$ cat src/rtl/pcpwm_pkg.sv
package pcpwm_pkg;
  typedef enum logic [2:0] {
    TOP_FIX8  = 3'd0,
    TOP_FIX9  = 3'd1,
    TOP_FIX10 = 3'd2,
    TOP_CAPT  = 3'd3,
    TOP_CMPA  = 3'd4
  } top_src_e;

  typedef enum logic [1:0] {
    PIN_OFF    = 2'd0,
    PIN_OFF2   = 2'd1,
    PIN_NONINV = 2'd2,
    PIN_INV    = 2'd3
  } pin_mode_e;

  localparam logic [1:0] WSEL_CAPT = 2'd0;
  localparam logic [1:0] WSEL_CMPA = 2'd1;
  localparam logic [1:0] WSEL_CMPB = 2'd2;

  localparam int FL_CMPA = 0;
  localparam int FL_CMPB = 1;
  localparam int FL_CAPT = 2;
  localparam int FL_OVF  = 3;
  localparam int NFLAGS  = 4;
  localparam int NCHAN   = 2;
endpackage

$ cat src/rtl/pcpwm_top_sel.sv
module pcpwm_top_sel
  import pcpwm_pkg::*;
#(
  parameter int W       = 16,
  parameter int MIN_TOP = 3
) (
  input  logic [2:0]   mode,
  input  logic [W-1:0] capt,
  input  logic [W-1:0] cmpa_act,
  output logic [W-1:0] top_eff
);
  logic [W-1:0] raw;

  always_comb begin
    case (mode)
      TOP_FIX9:  raw = W'(16'h01FF);
      TOP_FIX10: raw = W'(16'h03FF);
      TOP_CAPT:  raw = capt;
      TOP_CMPA:  raw = cmpa_act;
      default:   raw = W'(16'h00FF);
    endcase
    top_eff = (raw < W'(MIN_TOP)) ? W'(MIN_TOP) : raw;
  end
endmodule

$ cat src/rtl/pcpwm_counter.sv
module pcpwm_counter #(
  parameter int W = 16
) (
  input  logic         clk,
  input  logic         rst,
  input  logic         tick,
  input  logic [W-1:0] top,
  output logic [W-1:0] cnt,
  output logic         up,
  output logic         top_evt,
  output logic         bot_evt
);
  assign top_evt = tick && up && (cnt >= top);
  assign bot_evt = tick && !up && (cnt == '0);

  always_ff @(posedge clk) begin
    if (rst) begin
      cnt <= '0;
      up  <= 1'b1;
    end else if (tick) begin
      if (top_evt) begin
        cnt <= cnt - 1'b1;
        up  <= 1'b0;
      end else if (bot_evt) begin
        cnt <= W'(1);
        up  <= 1'b1;
      end else if (up) begin
        cnt <= cnt + 1'b1;
      end else begin
        cnt <= cnt - 1'b1;
      end
    end
  end

  // no tick, no motion
  assert_hold_no_tick_R2: assert property (@(posedge clk) disable iff (rst)
    !tick |=> ($stable(cnt) && $stable(up)));

  // each tick moves the counter by one
  assert_step_one_R2: assert property (@(posedge clk) disable iff (rst)
    tick |=> ((cnt == $past(cnt) + 1'b1) || (cnt == $past(cnt) - 1'b1)));

  // top lasts one tick, then the counter falls
  assert_top_turn_R4: assert property (@(posedge clk) disable iff (rst)
    (tick && up && cnt == top) |=> (!up && cnt == $past(cnt) - 1'b1));

  // bottom turnaround
  assert_bottom_turn_R4: assert property (@(posedge clk) disable iff (rst)
    bot_evt |=> (up && cnt == W'(1)));
endmodule

$ cat src/rtl/pcpwm_channel.sv
module pcpwm_channel
  import pcpwm_pkg::*;
#(
  parameter int W = 16
) (
  input  logic         clk,
  input  logic         rst,
  input  logic         tick,
  input  logic         wr_shadow,
  input  logic [W-1:0] wr_data,
  input  logic         load,
  input  logic [W-1:0] cnt,
  input  logic         up,
  input  logic [1:0]   pin_mode,
  output logic [W-1:0] act,
  output logic         match,
  output logic         pin
);
  logic [W-1:0] shadow_q;
  logic [W-1:0] act_q;
  logic         oc_q;
  logic         connected;
  logic         invert;

  assign connected = pin_mode[1];
  assign invert    = pin_mode[0];
  assign match     = tick && (cnt == act_q);
  assign act       = act_q;
  assign pin       = connected & oc_q;

  always_ff @(posedge clk) begin
    if (rst) begin
      shadow_q <= '0;
      act_q    <= '0;
      oc_q     <= 1'b0;
    end else begin
      if (wr_shadow) shadow_q <= wr_data;
      if (load)      act_q    <= shadow_q;
      if (match && connected) oc_q <= (~up) ^ invert;
    end
  end

  // active value follows the shadow only at the top tick
  assert_shadow_load_R5: assert property (@(posedge clk) disable iff (rst)
    load |=> (act_q == $past(shadow_q)));

  assert_hold_active_R5: assert property (@(posedge clk) disable iff (rst)
    !load |=> $stable(act_q));

  // non-inverting polarity
  assert_noninv_R6: assert property (@(posedge clk) disable iff (rst)
    (match && pin_mode == PIN_NONINV) |=> (oc_q == !$past(up)));

  // inverting polarity
  assert_inv_R7: assert property (@(posedge clk) disable iff (rst)
    (match && pin_mode == PIN_INV) |=> (oc_q == $past(up)));

  // a disconnected pin leaves the latch alone
  assert_off_keeps_R8: assert property (@(posedge clk) disable iff (rst)
    !connected |=> $stable(oc_q));
endmodule

$ cat src/rtl/pcpwm_timer.sv
module pcpwm_timer
  import pcpwm_pkg::*;
#(
  parameter int W = 16
) (
  input  logic         clk,
  input  logic         rst,
  input  logic         tick,
  input  logic [2:0]   mode,
  input  logic         wr_en,
  input  logic [1:0]   wr_sel,
  input  logic [W-1:0] wr_data,
  input  logic [1:0]   com_a,
  input  logic [1:0]   com_b,
  input  logic [3:0]   flag_clr,
  output logic [W-1:0] count_o,
  output logic         pwm_a,
  output logic         pwm_b,
  output logic         flag_cmp_a,
  output logic         flag_cmp_b,
  output logic         flag_capt,
  output logic         flag_ovf
);
  logic [W-1:0]              capt_q;
  logic [W-1:0]              top_eff;
  logic [W-1:0]              cnt;
  logic                      up;
  logic                      top_evt;
  logic                      bot_evt;
  logic [NFLAGS-1:0]         flags_q;
  logic [NFLAGS-1:0]         flag_set;
  logic [NCHAN-1:0][1:0]     ch_mode;
  logic [NCHAN-1:0]          ch_wr;
  logic [NCHAN-1:0]          ch_match;
  logic [NCHAN-1:0]          ch_pin;
  logic [NCHAN-1:0][W-1:0]   ch_act;

  assign ch_mode[0] = com_a;
  assign ch_mode[1] = com_b;
  assign ch_wr[0]   = wr_en && (wr_sel == WSEL_CMPA);
  assign ch_wr[1]   = wr_en && (wr_sel == WSEL_CMPB);

  pcpwm_top_sel #(.W(W)) u_top_sel (
    .mode     (mode),
    .capt     (capt_q),
    .cmpa_act (ch_act[0]),
    .top_eff  (top_eff)
  );

  pcpwm_counter #(.W(W)) u_counter (
    .clk     (clk),
    .rst     (rst),
    .tick    (tick),
    .top     (top_eff),
    .cnt     (cnt),
    .up      (up),
    .top_evt (top_evt),
    .bot_evt (bot_evt)
  );

  for (genvar c = 0; c < NCHAN; c++) begin : g_chan
    pcpwm_channel #(.W(W)) u_chan (
      .clk       (clk),
      .rst       (rst),
      .tick      (tick),
      .wr_shadow (ch_wr[c]),
      .wr_data   (wr_data),
      .load      (top_evt),
      .cnt       (cnt),
      .up        (up),
      .pin_mode  (ch_mode[c]),
      .act       (ch_act[c]),
      .match     (ch_match[c]),
      .pin       (ch_pin[c])
    );
  end

  always_comb begin
    flag_set          = '0;
    flag_set[FL_CMPA] = ch_match[0] || (top_evt && mode == TOP_CMPA);
    flag_set[FL_CMPB] = ch_match[1];
    flag_set[FL_CAPT] = top_evt && (mode == TOP_CAPT);
    flag_set[FL_OVF]  = bot_evt;
  end

  always_ff @(posedge clk) begin
    if (rst) begin
      capt_q  <= '0;
      flags_q <= '0;
    end else begin
      if (wr_en && wr_sel == WSEL_CAPT) capt_q <= wr_data;
      flags_q <= (flags_q & ~flag_clr) | flag_set;
    end
  end

  assign count_o    = cnt;
  assign pwm_a      = ch_pin[0];
  assign pwm_b      = ch_pin[1];
  assign flag_cmp_a = flags_q[FL_CMPA];
  assign flag_cmp_b = flags_q[FL_CMPB];
  assign flag_capt  = flags_q[FL_CAPT];
  assign flag_ovf   = flags_q[FL_OVF];

  // period register write is immediate
  assert_capt_write_R5: assert property (@(posedge clk) disable iff (rst)
    (wr_en && wr_sel == WSEL_CAPT) |=> (capt_q == $past(wr_data)));

  // top flag in period-register mode
  assert_capt_flag_R10: assert property (@(posedge clk) disable iff (rst)
    (top_evt && mode == TOP_CAPT) |=> flag_capt);

  // bottom flag
  assert_ovf_flag_R11: assert property (@(posedge clk) disable iff (rst)
    bot_evt |=> flag_ovf);

  // flags not cleared stay set
  assert_sticky_R12: assert property (@(posedge clk) disable iff (rst)
    1'b1 |=> ((flags_q & $past(flags_q & ~flag_clr)) == $past(flags_q & ~flag_clr)));
endmodule

$ cat config.mk
export PLATFORM = sky130hd
export DESIGN_NAME = pcpwm_timer
export DESIGN_NICKNAME = d
export VERILOG_FILES = /design/src/rtl/pcpwm_pkg.sv /design/src/rtl/pcpwm_top_sel.sv /design/src/rtl/pcpwm_counter.sv /design/src/rtl/pcpwm_channel.sv /design/src/rtl/pcpwm_timer.sv
export SDC_FILE = /design/constraint.sdc
export NUM_CORES = 1
export LEC_CHECK = 0
export ABC_AREA = 1
export BUFFER_PORTS_ARGS = -buffer_cell sky130_fd_sc_hd__buf_2
export CAP_MARGIN = 20
export CORE_UTILIZATION = 45
export CTS_CLUSTER_SIZE = 14
export DETAILED_ROUTE_END_ITERATION = 12
export HOLD_SLACK_MARGIN = 0.12
export SYNTH_ARGS = -nofsm -noshare
export SYNTH_HDL_FRONTEND = slang
export SYNTH_SLANG_ARGS = --single-unit
$ cat constraint.sdc
create_clock -name clk -period 6.72 [get_ports clk]
set_input_delay 1.008 -clock clk [delete_from_list [all_inputs] [get_ports clk]]
set_output_delay 1.008 -clock clk [all_outputs]
set_load 0.03 [all_outputs]
==> After elaboration in Yosys (flattened, before gate mapping) <==
Cells that the tools add are included.
{ "classes": {"n_addsub": 2, "n_eq_ne": 8, "magnitude_cmp": 2, "bitwise": 8, "n_reduce_logical": 19, "muxes": 7} }
{ "ops": {"columns": ["op", "n"], "rows": [
  ["$mux 16", 4],
  ["$pmux 16 s4", 1],
  ["$eq 16x16->1", 2],
  ["$add 16x1->16 const B", 1],
  ["$ge 16x16->1", 1],
  ["$logic_not 16->1", 1],
  ["$lt 16x2->1 const B", 1],
  ["$sub 16x1->16 const B", 1],
  ["$logic_and 1x1->1", 13],
  ["$eq 3x2->1 const B", 2],
  ["$and 4x4->4", 1],
  ["$not 4->4", 1],
  ["$or 4x4->4", 1],
  ["$eq 3x1->1 const B", 1],
  ["$eq 3x3->1 const B", 1],
  ["$and 1x1->1", 2],
  ["$eq 2x1->1 const B", 1],
  ["$eq 2x2->1 const B", 1],
  ["$logic_not 2->1", 1],
  ["$mux 1", 2],
  ["$reduce_and 2->1", 1],
  ["$reduce_bool 2->1", 1],
  ["$xor 1x1->1", 2],
  ["$logic_not 1->1", 1],
  ["2 further kinds", 2]
]} }
{ "totals": {"input_bits": 33, "word_cells": 56, "output_inout_bits": 22, "reg_bits": 103} }

==> Logic depth before layout (Yosys ltp) <==
Gate-level depths: netlist of run 1.
{ "logic_depth": {"word_depth": 9, "mapped_depth": 26, "ltp_nobuf": 25} }

==> Hierarchy <==
Synthesis of run 1 repeated with hierarchy kept, for this count alone.
{ "unflattened": {"cells_unflattened": 1026, "area_unflattened_um2": 6560.0} }
{ "modules_own_cells": {"columns": ["mod", "area_per_inst_um2", "cells_per_inst", "seq_area_each_um2", "n_inst"], "rows": [
  ["pcpwm_channel", 1466.4, 215, 660.6, 2],
  ["pcpwm_counter", 2323.5, 378, 340.3, 1],
  ["pcpwm_timer", 932.1, 135, 400.4, 1],
  ["pcpwm_top_sel", 371.6, 83, 0.0, 1]
]} }

==> Worst setup path after synthesis of run 1 <==
Ideal clock, no wire load.
{ "synth_path": {"path_kind": "input -> register", "startpoint": "input mode[1]", "endpoint": "register u_counter.cnt[12]", "t_required_ns": 6.650, "n_path_buf": 1, "arrival_time_ns": 3.215, "setup_ns": 0.070, "setup_slack_ns": 3.435, "cell_stages": 22, "cell_sequence": "nor2_1 > nand2_2 > nand2_1 > inv_1 > a221oi_2 > nand3_1 > nor2_1 > a21oi_1 > ha_1 > nand2_1 > nor2_1 > and2_1 > nor2_1 > nand2_1 > nand2_1 > nand2_2 > nand2_4 > buf_6 > nand2_1 > nand2_1 > nand2_1 > a21oi_1"} }
{ "synth_via": {"elab_chain_len": 7, "word_cells_on_any_way": 10, "classes_between": "order compare: 2; eq/ne: 4; mux: 3; reduce/logical: 1"} }
{ "synth_rtl": {"columns": ["element", "line_no", "text"], "rows": [
  ["start: declaration", "pcpwm_timer.sv:9", "input logic [2:0] mode,"],
  ["$eq 3x3->1, or another cell as far along", "pcpwm_top_sel.sv:15", "case (mode)"],
  ["$pmux 16 s4 (*)", "pcpwm_top_sel.sv:15", null],
  ["$lt 16x2->1", "pcpwm_top_sel.sv:22", "top_eff = (raw < W'(MIN_TOP)) ? W'(MIN_TOP) : raw;"],
  ["$mux 16 (*)", "pcpwm_top_sel.sv:22", null],
  ["$ge 16x16->1 (*)", "pcpwm_counter.sv:13", "assign top_evt = tick && up && (cnt >= top);"],
  ["$logic_and 1x1->1 (*)", "pcpwm_counter.sv:13", null],
  ["$mux 16 (*)", "pcpwm_counter.sv:21", "if (top_evt) begin"],
  ["end signal: assignment", "pcpwm_counter.sv:22", "cnt <= cnt - 1'b1;"],
  ["end signal: assignment", "pcpwm_counter.sv:28", "cnt <= cnt + 1'b1;"],
  ["end signal: assignment", "pcpwm_counter.sv:30", "cnt <= cnt - 1'b1;"],
  ["end: declaration", "pcpwm_counter.sv:8", "output logic [W-1:0] cnt,"]
]} }
Mark *: on every way between the ends. The rest lies on a longest branch, timed or not.
A chain may end at the register's enable or synchronous reset.

==> Final worst setup path of run 1 <==
{ "layout_path": {"startpoint": "input mode[1]", "endpoint": "register u_counter.cnt[11]"} }
Same word-level chain as after synthesis.

==> results of run 1 <==
## area by class of cell
type | count | area [um^2] | area share [%]
multi-input cells | 637 | 3220 | 50.1
flip-flops and latches | 103 | 2060 | 32.0
inverters | 94 | 353 | 5.48
repair buffers | 58 | 300 | 4.67
clock buffers | 11 | 253 | 3.93
well taps | 172 | 215 | 3.34
clock inverters | 4 | 27.5 | 0.428
## synth_stat cells, drive strengths merged
| cell type | n |
|---|---|
| nand4 | 12 |
| a21o | 1 |
| ha | 18 |
| clkbuf | 22 |
| o211ai | 4 |
| a21boi | 1 |
| nor4 | 1 |
| inv | 91 |
| o21ai | 119 |
| a31oi | 1 |
| clkinv | 3 |
| xnor2 | 4 |
| nor2 | 193 |
| a21oi | 47 |
| a221oi | 1 |
| nand2 | 143 |
| o21a | 1 |
| nor3 | 9 |
| o22ai | 17 |
| nand3b | 3 |
| dfxtp | 103 |
| and2 | 1 |
| buf | 21 |
| a22oi | 2 |
| o2111ai | 1 |
| nand3 | 29 |
| xor2 | 29 |
## stage by stage
step / setup WS (ns) / power (uW) / area, um^2 / instances / hold WS, ns
global placement: 2.40 / 1260 / 6150 / 1064 / 0.453
CTS: 2.62 / 1780 / 6430 / 1079 / 0.465
detailed placement: 2.26 / 1270 / 6150 / 1064 / 0.455
floorplan: 3.43 / 1150 / 5880 / 877 / 0.430
global route: 2.28 / 1890 / 6430 / 1079 / 0.501
finish: 2.64 / 1770 / 6430 / 1079 / 0.464
## tightest hold or removal path: cells and delay by family, from the launching register on
| kind | cells | cell delay (ns) |
|---|---|---|
| buffers and inverters | 1 | 0.06 |
| AOI/OAI and AO/OA | 1 | 0.06 |
| DFF | 1 | 0.30 |
## registers in the layout, indices dropped and copies added, names as in the netlist
name	flops
flags_q	4
g_chan.u_chan.shadow_q	32
capt_q	16
u_counter.cnt	16
u_counter.up	1
g_chan.u_chan.oc_q	2
g_chan.u_chan.act	32
## per-layer routing
| metal | up-vias | track usage [%] | wire length, um |
|---|---|---|---|
| li1 | 2877 | - | - |
| met1 | 2622 | 33.5 | 7690 |
| met2 | 146 | 44.4 | 7860 |
| met3 | 25 | 3.37 | 665 |
| met4 | 0 | 12.0 | 460 |
| met5 | - | 0 | 0 |
## worst max-delay path by stage
| stage | endpoint | slack (ns) | depth (start not counted) |
|---|---|---|---|
| finish | u_counter.cnt[11]$_SDFFE_PP0P_ | 2.64 | 22 |
| global route | u_counter.cnt[11]$_SDFFE_PP0P_ | 2.28 | 22 |
| CTS | u_counter.cnt[11]$_SDFFE_PP0P_ | 2.62 | 22 |
| detailed placement | u_counter.cnt[11]$_SDFFE_PP0P_ | 2.26 | 22 |
| global placement | u_counter.cnt[2]$_SDFFE_PP0P_ | 2.40 | 22 |
| floorplan | u_counter.cnt[12]$_SDFFE_PP0P_ | 3.43 | 22 |
## power by group
| group | switching (uW) | internal [uW] | total, uW |
|---|---|---|---|
| Sequential | 80.1 | 676 | 756 |
| Combinational | 334 | 173 | 506 |
| Clock | 240 | 271 | 512 |
| Total | 654 | 1120 | 1770 |
## kinds of logic after synthesis
group | count (synthesis)
AOI/OAI and AO/OA | 195
xor gates and xnor gates | 33
adders and majority gates | 18
buffers and inverters | 137
DFF | 103
and+or+nand+nor | 391
==> impl_metrics.csv, run 1 <==
group,metric,value,unit
min_path,hold_class,"reg2reg",
timing,max_freq,0.245,GHz
placement,portBuffers,54,
global_route,grt_pass1_wl,27100,um
timing,tightest_slew,0.822,ns
critical_path,worst_ep_required_time,7.00,ns
critical_path,r2r_cells,18,
finish,layout_commonest_cell,"nor2_1",
routing,dr_total_vias,5670,
clock_network,cts_setup_buffers,0,
yosys,synth_fa_ha_area_share,3.83,%
floorplanning,dieArea,0.0135,mm^2
placement,post-dp-hpwl,11900,um
routing,drt_iter0_drc,309,
critical_path,cpMostUsedCell,"nor2_1",
critical_path,crit_family,"simple AND/OR/NAND/NOR gates",
yosys,synthesis.nets,928,
timing,setup_viol_count_final,0,
run_status,outcome,"completed",
min_path,holdPathStages,2,
yosys,syn_avg_cell_area,6.70,um^2
finish,final_util,50.8,%
yosys,synth_compound_area_share,17.9,%
critical_path,critPathCaptureType,"register",
clock_network,clk_latency,0.35,ns
floorplanning,die_h,116,um
routing,dr.pass1.iters,5,
critical_path,cp_slowest_cell,"nand2_4",
floorplanning,die_x,116,um
critical_path,cp-startpoint,"mode[1]",
critical_path,path_buf_inv,2,
floorplanning,initial_core_util,46.4,%
yosys,synth_cell_types,41,
clock_network,htree_num_levels,3,
critical_path,cp_max_fo,60,
clock_network,clock_sinks,103,
yosys,synth_top_family_by_area,"simple AND/OR/NAND/NOR gates",
yosys,synth_xor_area_share,4.92,%
yosys,synth.area.top_cells,"dfxtp_1, nor2_1, o21ai_0",
global_route,grt_pass1_vias,5293,
power,power.density,276,mW/mm^2
routing,totalWireLength,16700,um
timing,rsz0062_at_grt,"false",
floorplanning,num_rows,41,
timing,fin_crit,4.08,ns
timing,maxSlewViolCount,0,
yosys,synth-simple-area-share,28.3,%
finish,layout.nets,954,
yosys,syn_inst,877,
floorplanning,core,0.0127,mm^2
yosys,synth-seq-cells,103,
critical_path,cp_data_arrival_time,4.37,ns
clock_network,cts_buffers,9,
clock_network,cts.path.max_buffers,2,
critical_path,start_kind,"input port",
yosys,syn-cell-area,0.00588,mm^2
clock_network,postCtsHoldBufs,0,
timing,fin_setup_tns,0,ns
routing,routed_via_density,5.25,
routing,ant_nets,0,
yosys,synth.area.mux_share,0,%
clock_network,clk_pin_slew,0.07,ns
placement,gp_congestion,0.900,
global_route,gr-usage-all-layers,26.3,%
finish,n_antenna_cell,0,
yosys,synth_top_area_share,35.1,%
min_path,min_to,"capt_q[11]$_SDFFE_PP0P_",
job,drv_cap,0,
global_route,grt_overflow_total,0,
finish,layout-drive-gt1-share,10.7,%
yosys,yosysSeqAreaShare,35.1,%
critical_path,cp_slowest_stage_delay,0.46,ns
finish,fillerInstances,1321,
power,p_leak,0.00296,uW
clock_network,cts_tree,"done",
timing,worst_clock_skew,0.00526,ns
routing,drcViolationCount,0,
global_route,grt_max_degree,61,
timing,finalHoldViolations,0,
finish,area_growth,9.52,%
global_route,antenna_found_initial,0,
yosys,yosysTopAreaCell,"dfxtp_1",
critical_path,r2r_start,"capt_q[8]$_SDFFE_PP0P_",
power,worst_ir_drop_vdd,0.000125,V
min_path,hold_start,"capt_q[11]$_SDFFE_PP0P_",
yosys,ys.warnings.count,0,
critical_path,reg2reg_to,"u_counter.cnt[11]$_SDFFE_PP0P_",
timing,maxSlewHeadroom,45.1,%
finish,final_cell_mix,"nor2_1, nand2_1, o21ai_0",
clock_network,post_cts_resize_count,0,
clock_network,cts_root_buf,"clkbuf_16",
timing,period_share,60.8,%
critical_path,worstPathCellList,"buf_2 -> nor2_1 -> nand2_2 -> nand2_1 -> inv_1 -> a221oi_2 -> nand3_1 -> nor2_1 -> a21oi_1 -> ha_1 -> nand2_1 -> nor2_1 -> and2_1 -> nor2_1 -> nand2_1 -> nand2_1 -> nand2_2 -> nand2_4 -> nand2_2 -> nor2_1 -> nor2_1 -> nor2_1",
critical_path,r2r_setup_slack,3.42,ns
routing,wl_per_cell,15.5,um
critical_path,worst-setup-path-type,"in2reg",
floorplanning,ios,55,
Power figures use the tool's default switching activity.
==> inputs of run 2 (changes only) <==
--- a/config.mk
+++ b/config.mk
@@ -5,13 +5,14 @@
 export SDC_FILE = /design/constraint.sdc
 export NUM_CORES = 1
 export LEC_CHECK = 0
-export ABC_AREA = 1
+export ABC_AREA = 0
 export BUFFER_PORTS_ARGS = -buffer_cell sky130_fd_sc_hd__buf_2
 export CAP_MARGIN = 20
 export CORE_UTILIZATION = 45
 export CTS_CLUSTER_SIZE = 14
 export DETAILED_ROUTE_END_ITERATION = 12
 export HOLD_SLACK_MARGIN = 0.12
+export PLACE_DENSITY = 0.66
 export SYNTH_ARGS = -nofsm -noshare
 export SYNTH_HDL_FRONTEND = slang
 export SYNTH_SLANG_ARGS = --single-unit
==> constraint.sdc (replaced) <==
create_clock -name clk -period 3.5 [get_ports clk]
set_input_delay 0.525 -clock clk [delete_from_list [all_inputs] [get_ports clk]]
set_output_delay 0.525 -clock clk [all_outputs]
set_load 0.03 [all_outputs]
==> impl_metrics.csv, run 2 <==
group,metric,value,unit
yosys,synth-seq-cells,103,
critical_path,cp_slowest_cell,"or3_1",
floorplanning,core,0.0120,mm^2
global_route,grt_overflow_total,0,
critical_path,start_kind,"input port",
routing,totalWireLength,16900,um
placement,dpl_worst_slack,-0.294,ns
timing,worst_clock_skew,0.00723,ns
run_status,outcome,"completed",
critical_path,crit_family,"simple AND/OR/NAND/NOR gates",
finish,fillerInstances,1155,
critical_path,critPathCaptureType,"register",
clock_network,cts_root_buf,"clkbuf_16",
floorplanning,num_rows,40,
finish,n_antenna_cell,0,
routing,drcViolationCount,0,
routing,wl_per_cell,17.8,um
placement,portBuffers,54,
critical_path,cp_max_fo,7,
yosys,yosysMostFrequentCell,"nand2_1",
finish,area_growth,21.7,%
yosys,synthTopCellsByCount,"nand2_1, a21oi_1, dfxtp_1",
timing,maxSlewHeadroom,39.2,%
clock_network,cts_buffers,9,
timing,setup_viol_count_final,0,
critical_path,path_buf_inv,3,
global_route,grt_max_degree,83,
timing,setup_slack,0.109,ns
clock_network,clk_latency,0.35,ns
timing,maxSlewViolCount,0,
floorplanning,ios,55,
clock_network,clk_pin_slew,0.08,ns
power,power.density,888,mW/mm^2
finish,layout.nets,850,
finish,final_cell_area,0.00674,mm^2
yosys,ys.flop_type,"dfxtp_1",
global_route,antenna_found_initial,0,
yosys,synth_edf_count,0,
timing,finalHoldViolations,0,
routing,dr.pass1.iters,5,
critical_path,worstPathCellList,"buf_8 -> nor2b_4 -> and2_4 -> a22oi_2 -> nand4_1 -> or3_1 -> nor4_2 -> nor2_1 -> ha_1 -> nand2_2 -> o21ai_2 -> a41oi_2 -> buf_4 -> o21ai_4 -> a21oi_4 -> buf_6 -> or3_4 -> o22ai_2",
yosys,syn-cell-area,0.00554,mm^2
routing,dr_total_vias,5573,
routing,ant_nets,0,
timing,period_share,96.9,%
clock_network,cts_tree,"done",
min_path,hold_class,"in2reg",
yosys,synthesis.nets,782,
critical_path,worst-setup-path-type,"in2reg",
finish,layout-drive-gt1-share,21.1,%
yosys,syn_avg_cell_area,7.58,um^2
power,p_leak,0.00270,uW
yosys,synth_cell_types,62,
critical_path,worst_ep_required_time,3.77,ns
routing,routed_via_density,5.86,
timing,fin_crit,3.39,ns
critical_path,cp_data_arrival_time,3.66,ns
timing,tightest_slew,0.912,ns
finish,final_cell_mix,"nand2_1, a21oi_1, dfxtp_1",
yosys,synth.area.top_cells,"dfxtp_1, nand2_1, a21oi_1",
yosys,yosysSeqAreaShare,37.2,%
clock_network,clock_sinks,103,
placement,dpl_cell_area,0.00621,mm^2
timing,max_freq,0.295,GHz
power,worst_ir_drop_vdd,0.000433,V
yosys,syn_inst,731,
finish,final_util,56.1,%
global_route,grt_pass1_vias,5358,
floorplanning,dieArea,0.0128,mm^2
yosys,yosysTopAreaCell,"dfxtp_1",
finish,layout_commonest_cell,"nand2_1",
yosys,ys.warnings.count,0,
placement,post-dp-hpwl,12100,um
floorplanning,die_x,113,um
routing,drt_iter0_drc,415,
critical_path,cp_slowest_stage_delay,0.37,ns
global_route,gr-usage-all-layers,27.3,%
clock_network,cts.path.max_buffers,2,
clock_network,htree_num_levels,3,
job,drv_cap,0,
floorplanning,die_h,113,um
floorplanning,initial_core_util,46.1,%
yosys,synth_top_area_share,37.2,%
global_route,grt_pass1_wl,27100,um
placement,gp_congestion,0.964,
timing,rsz0062_at_grt,"true",
yosys,synth-async-reset-ratio,0,%
-- run 2: timing repair --
action | in CTS | in global routing
gates resized for setup | 0 | 45
endpoints found under the setup margin | 0 | 49
hold buffers | 0 | 0
buffers inserted | 0 | 2
-- run 2: worst min-delay path: cells and delay by family --
| family | cells | cell delay, ns |
|---|---|---|
| buffers and inverters | 1 | 0.11 |
| AOI/OAI and AO/OA | 1 | 0.05 |
| and+or+nand+nor | 1 | 0.06 |
-- run 2: cell type report --
class	instances	area [um^2]	area share [%]
Clock buffer	12	267	3.95
Timing Repair Buffer	111	762	11.3
Inverter	7	26.3	0.390
Tap cell	147	184	2.73
Clock inverter	4	47.5	0.706
Sequential cell	103	2060	30.6
Multi-Input combinational cell	567	3390	50.3
-- run 2: worst paths after layout --
check / endpoint / start / slack [ns] / cells after the start
max: u_counter.cnt[6]$_SDFFE_PP0P_ / mode[1] / 0.11 / 18
min: g_chan[0].u_chan.oc_q$_SDFFE_PP0P_ / com_a[1] / 0.44 / 3
max reg2reg: u_counter.cnt[6]$_SDFFE_PP0P_ / g_chan[0].u_chan.act[10]$_SDFFE_PP0P_ / 0.25 / 15
min reg2reg: g_chan[0].u_chan.act[6]$_SDFFE_PP0P_ / g_chan[0].u_chan.shadow_q[6]$_SDFFE_PP0P_ / 0.45 / 2
-- run 2: logic make-up after synthesis --
kind of cell / synth area share, %
muxes: 1.13
adders and majority gates: 4.07
buffers and inverters: 5.06
and+or+nand+nor: 27.3
xor gates and xnor gates: 6.32
DFF: 37.2
AOI/OAI and AO/OA: 18.9
-- run 2: power breakdown --
part	total (uW)	internal, uW	switching (uW)	leakage [uW]
Combinational	3420	1440	1990	0.00171
Clock	1050	560	489	0.000156
Sequential	1510	1300	211	0.000836
Total	5980	3290	2690	0.00270
-- run 2: through the flow --
stage,instances,TNS [ns],power [uW],hold WS (ns)
final,951,0,5980,0.439
after global routing,951,-0.137,6360,0.437
after CTS,949,0,5700,0.431
after detailed placement,933,-7.88,4640,0.443
after global placement,933,-3.72,4600,0.434
after floorplan,731,0,3530,0.427
-- run 2: layer usage --
metal  GRT usage [%]  vias to the layer above  part of all wire, %
met3            6.11                       34                  6.7
met5               0                        -                    0
met4            11.8                        0                  2.8
met2            44.5                      230                   48
li1                -                     2674                    -
met1            34.8                     2635                   43
==> inputs of run 3 (changes only) <==
--- a/config.mk
+++ b/config.mk
@@ -12,7 +12,7 @@
 export CTS_CLUSTER_SIZE = 14
 export DETAILED_ROUTE_END_ITERATION = 12
 export HOLD_SLACK_MARGIN = 0.12
-export PLACE_DENSITY = 0.66
+export MAX_ROUTING_LAYER = met4
 export SYNTH_ARGS = -nofsm -noshare
 export SYNTH_HDL_FRONTEND = slang
 export SYNTH_SLANG_ARGS = --single-unit
==> constraint.sdc (replaced) <==
create_clock -name clk -period 4.1 [get_ports clk]
set_input_delay 0.615 -clock clk [delete_from_list [all_inputs] [get_ports clk]]
set_output_delay 0.615 -clock clk [all_outputs]
set_load 0.03 [all_outputs]
==> impl_metrics.csv, run 3 (synthesis gave the netlist of run 2 again) <==
group,metric,value,unit
run_status,outcome,"completed",
clock_network,cts.path.max_buffers,2,
critical_path,worstPathCellList,"buf_2 -> nor2_1 -> nand2_1 -> o22ai_1 -> nand3_1 -> or3_1 -> nor4_1 -> nor2_1 -> ha_1 -> nand2_1 -> o21ai_1 -> a41oi_2 -> o21ai_1 -> a21oi_2 -> buf_4 -> or3_1 -> o22ai_1",
critical_path,cp_max_fo,6,
critical_path,cp_slowest_cell,"o21ai_1",
floorplanning,ios,55,
clock_network,cts_tree,"done",
routing,dr_total_vias,5230,
critical_path,r2r_start,"capt_q[9]$_SDFFE_PP0P_",
clock_network,clk_pin_slew,0.07,ns
critical_path,r2r_setup_slack,0.52,ns
timing,worst_clock_skew,0.00704,ns
finish,layout.nets,820,
placement,dpl_cell_area,0.00596,mm^2
global_route,grt_max_degree,67,
finish,instances_no_fill,921,
global_route,grt_pass1_vias,4833,
floorplanning,core,0.0120,mm^2
placement,dpl.cell_count,905,
min_path,hold_class,"reg2reg",
clock_network,cts_root_buf,"clkbuf_16",
finish,layout-drive-gt1-share,14.2,%
power,worst_ir_drop_vdd,0.000302,V
critical_path,cp_slowest_stage_delay,0.43,ns
critical_path,critPathCaptureType,"register",
placement,post-dp-hpwl,11900,um
timing,period_share,93.6,%
routing,wl_met2,7620,um
floorplanning,num_rows,40,
floorplanning,initial_core_util,46.1,%
routing,routed_via_density,5.68,
min_path,min_to,"g_chan[1].u_chan.act[11]$_SDFFE_PP0P_",
timing,whs,0.453,ns
critical_path,reg2reg_to,"u_counter.cnt[6]$_SDFFE_PP0P_",
clock_network,clock_sinks,103,
global_route,antenna_found_initial,0,
routing,ant_nets,0,
clock_network,clk_latency,0.36,ns
routing,top_layer,"met4",
clock_network,post_cts_resize_count,0,
finish,area_growth,12.6,%
clock_network,postCtsHoldBufs,0,
routing,totalWireLength,16500,um
clock_network,cts_buffers,9,
timing,max_freq,0.261,GHz
routing,wl_per_cell,17.9,um
placement,gp_congestion,0.967,
floorplanning,die_h,113,um
floorplanning,die_x,113,um
timing,tightest_slew,0.711,ns
routing,drcViolationCount,0,
routing,wl_met1,7670,um
critical_path,cp_data_arrival_time,4.11,ns
finish,final_cell_area,0.00624,mm^2
finish,layout_commonest_cell,"nand2_1",
critical_path,worst_ep_required_time,4.38,ns
min_path,holdPathStages,2,
routing,dr.pass1.iters,5,
finish,n_antenna_cell,0,
timing,finalHoldViolations,0,
critical_path,crit_family,"simple AND/OR/NAND/NOR gates",
global_route,grt_pass1_wl,26000,um
power,p_leak,0.00246,uW
critical_path,worst-setup-path-type,"in2reg",
timing,maxSlewViolCount,0,
power,fin_total_pwr,4580,uW
routing,drt_iter0_drc,408,
timing,fin_crit,3.84,ns
floorplanning,dieArea,0.0128,mm^2
min_path,hold_start,"g_chan[1].u_chan.shadow_q[11]$_SDFFE_PP0P_",
finish,final_cell_mix,"nand2_1, a21oi_1, dfxtp_1",
clock_network,cts_setup_buffers,0,
clock_network,htree_num_levels,3,
placement,portBuffers,54,
critical_path,path_buf_inv,2,
global_route,gr-usage-all-layers,27.5,%
job,drv_cap,0,
timing,setup_viol_count_final,0,
timing,fin_setup_tns,0,ns
timing,rsz0062_at_grt,"false",
timing,maxSlewHeadroom,52.2,%
critical_path,r2r_cells,15,
power,power.density,734,mW/mm^2
routing,dr_wl_met3,735,um
global_route,grt_overflow_total,0,
critical_path,start_kind,"input port",
run 3: layer usage:
layer,vias up,track usage (%)
li1,2616,-
met1,2426,35.3
met2,151,43.2
met3,37,3.43
met4,0,13.3
met5,-,-
run 3: per-stage QoR:
step,util (%),worst slack (ns)
floorplan,-,0.365
global placement,49.6,-0.115
detailed placement,49.6,-0.0723
CTS,51.9,0.261
global route,51.9,0.0367
finish,51.9,0.262
run 3: power by group:
group | internal (uW) | total (uW) | switching, uW | leakage [uW]
sequential | 1110 | 1340 | 230 | 0.000836
combinational | 895 | 2390 | 1500 | 0.00149
clock | 435 | 844 | 409 | 0.000134
run 3: tightest hold or removal path: cells and delay by family (launching register included):
family	cells	cell delay, ns
AO/OA/AOI/OAI	1	0.05
AND/OR/NAND/NOR	1	0.05
flip-flops	1	0.31
run 3: worst max-delay path by stage:
| stage | slack [ns] | depth (start not counted) | endpoint | from |
|---|---|---|---|---|
| global placement | -0.11 | 17 | u_counter.cnt[6]$_SDFFE_PP0P_ | mode[0] |
| floorplan | 0.37 | 17 | u_counter.cnt[13]$_SDFFE_PP0P_ | mode[1] |
| finish | 0.26 | 17 | u_counter.cnt[6]$_SDFFE_PP0P_ | mode[0] |
| global route | 0.04 | 17 | u_counter.cnt[12]$_SDFFE_PP0P_ | mode[0] |
| CTS | 0.26 | 17 | u_counter.cnt[6]$_SDFFE_PP0P_ | mode[0] |
| detailed placement | -0.07 | 17 | u_counter.cnt[6]$_SDFFE_PP0P_ | mode[0] |
run 3: cell type report:
type,count,area [um^2]
clock inverter,5,40.0
timing repair buffer,81,488
tap,147,184
clock buffer,11,243
sequential,103,2060
multi-input combinational,567,3200
fill,1173,5770
inverter,7,26.3
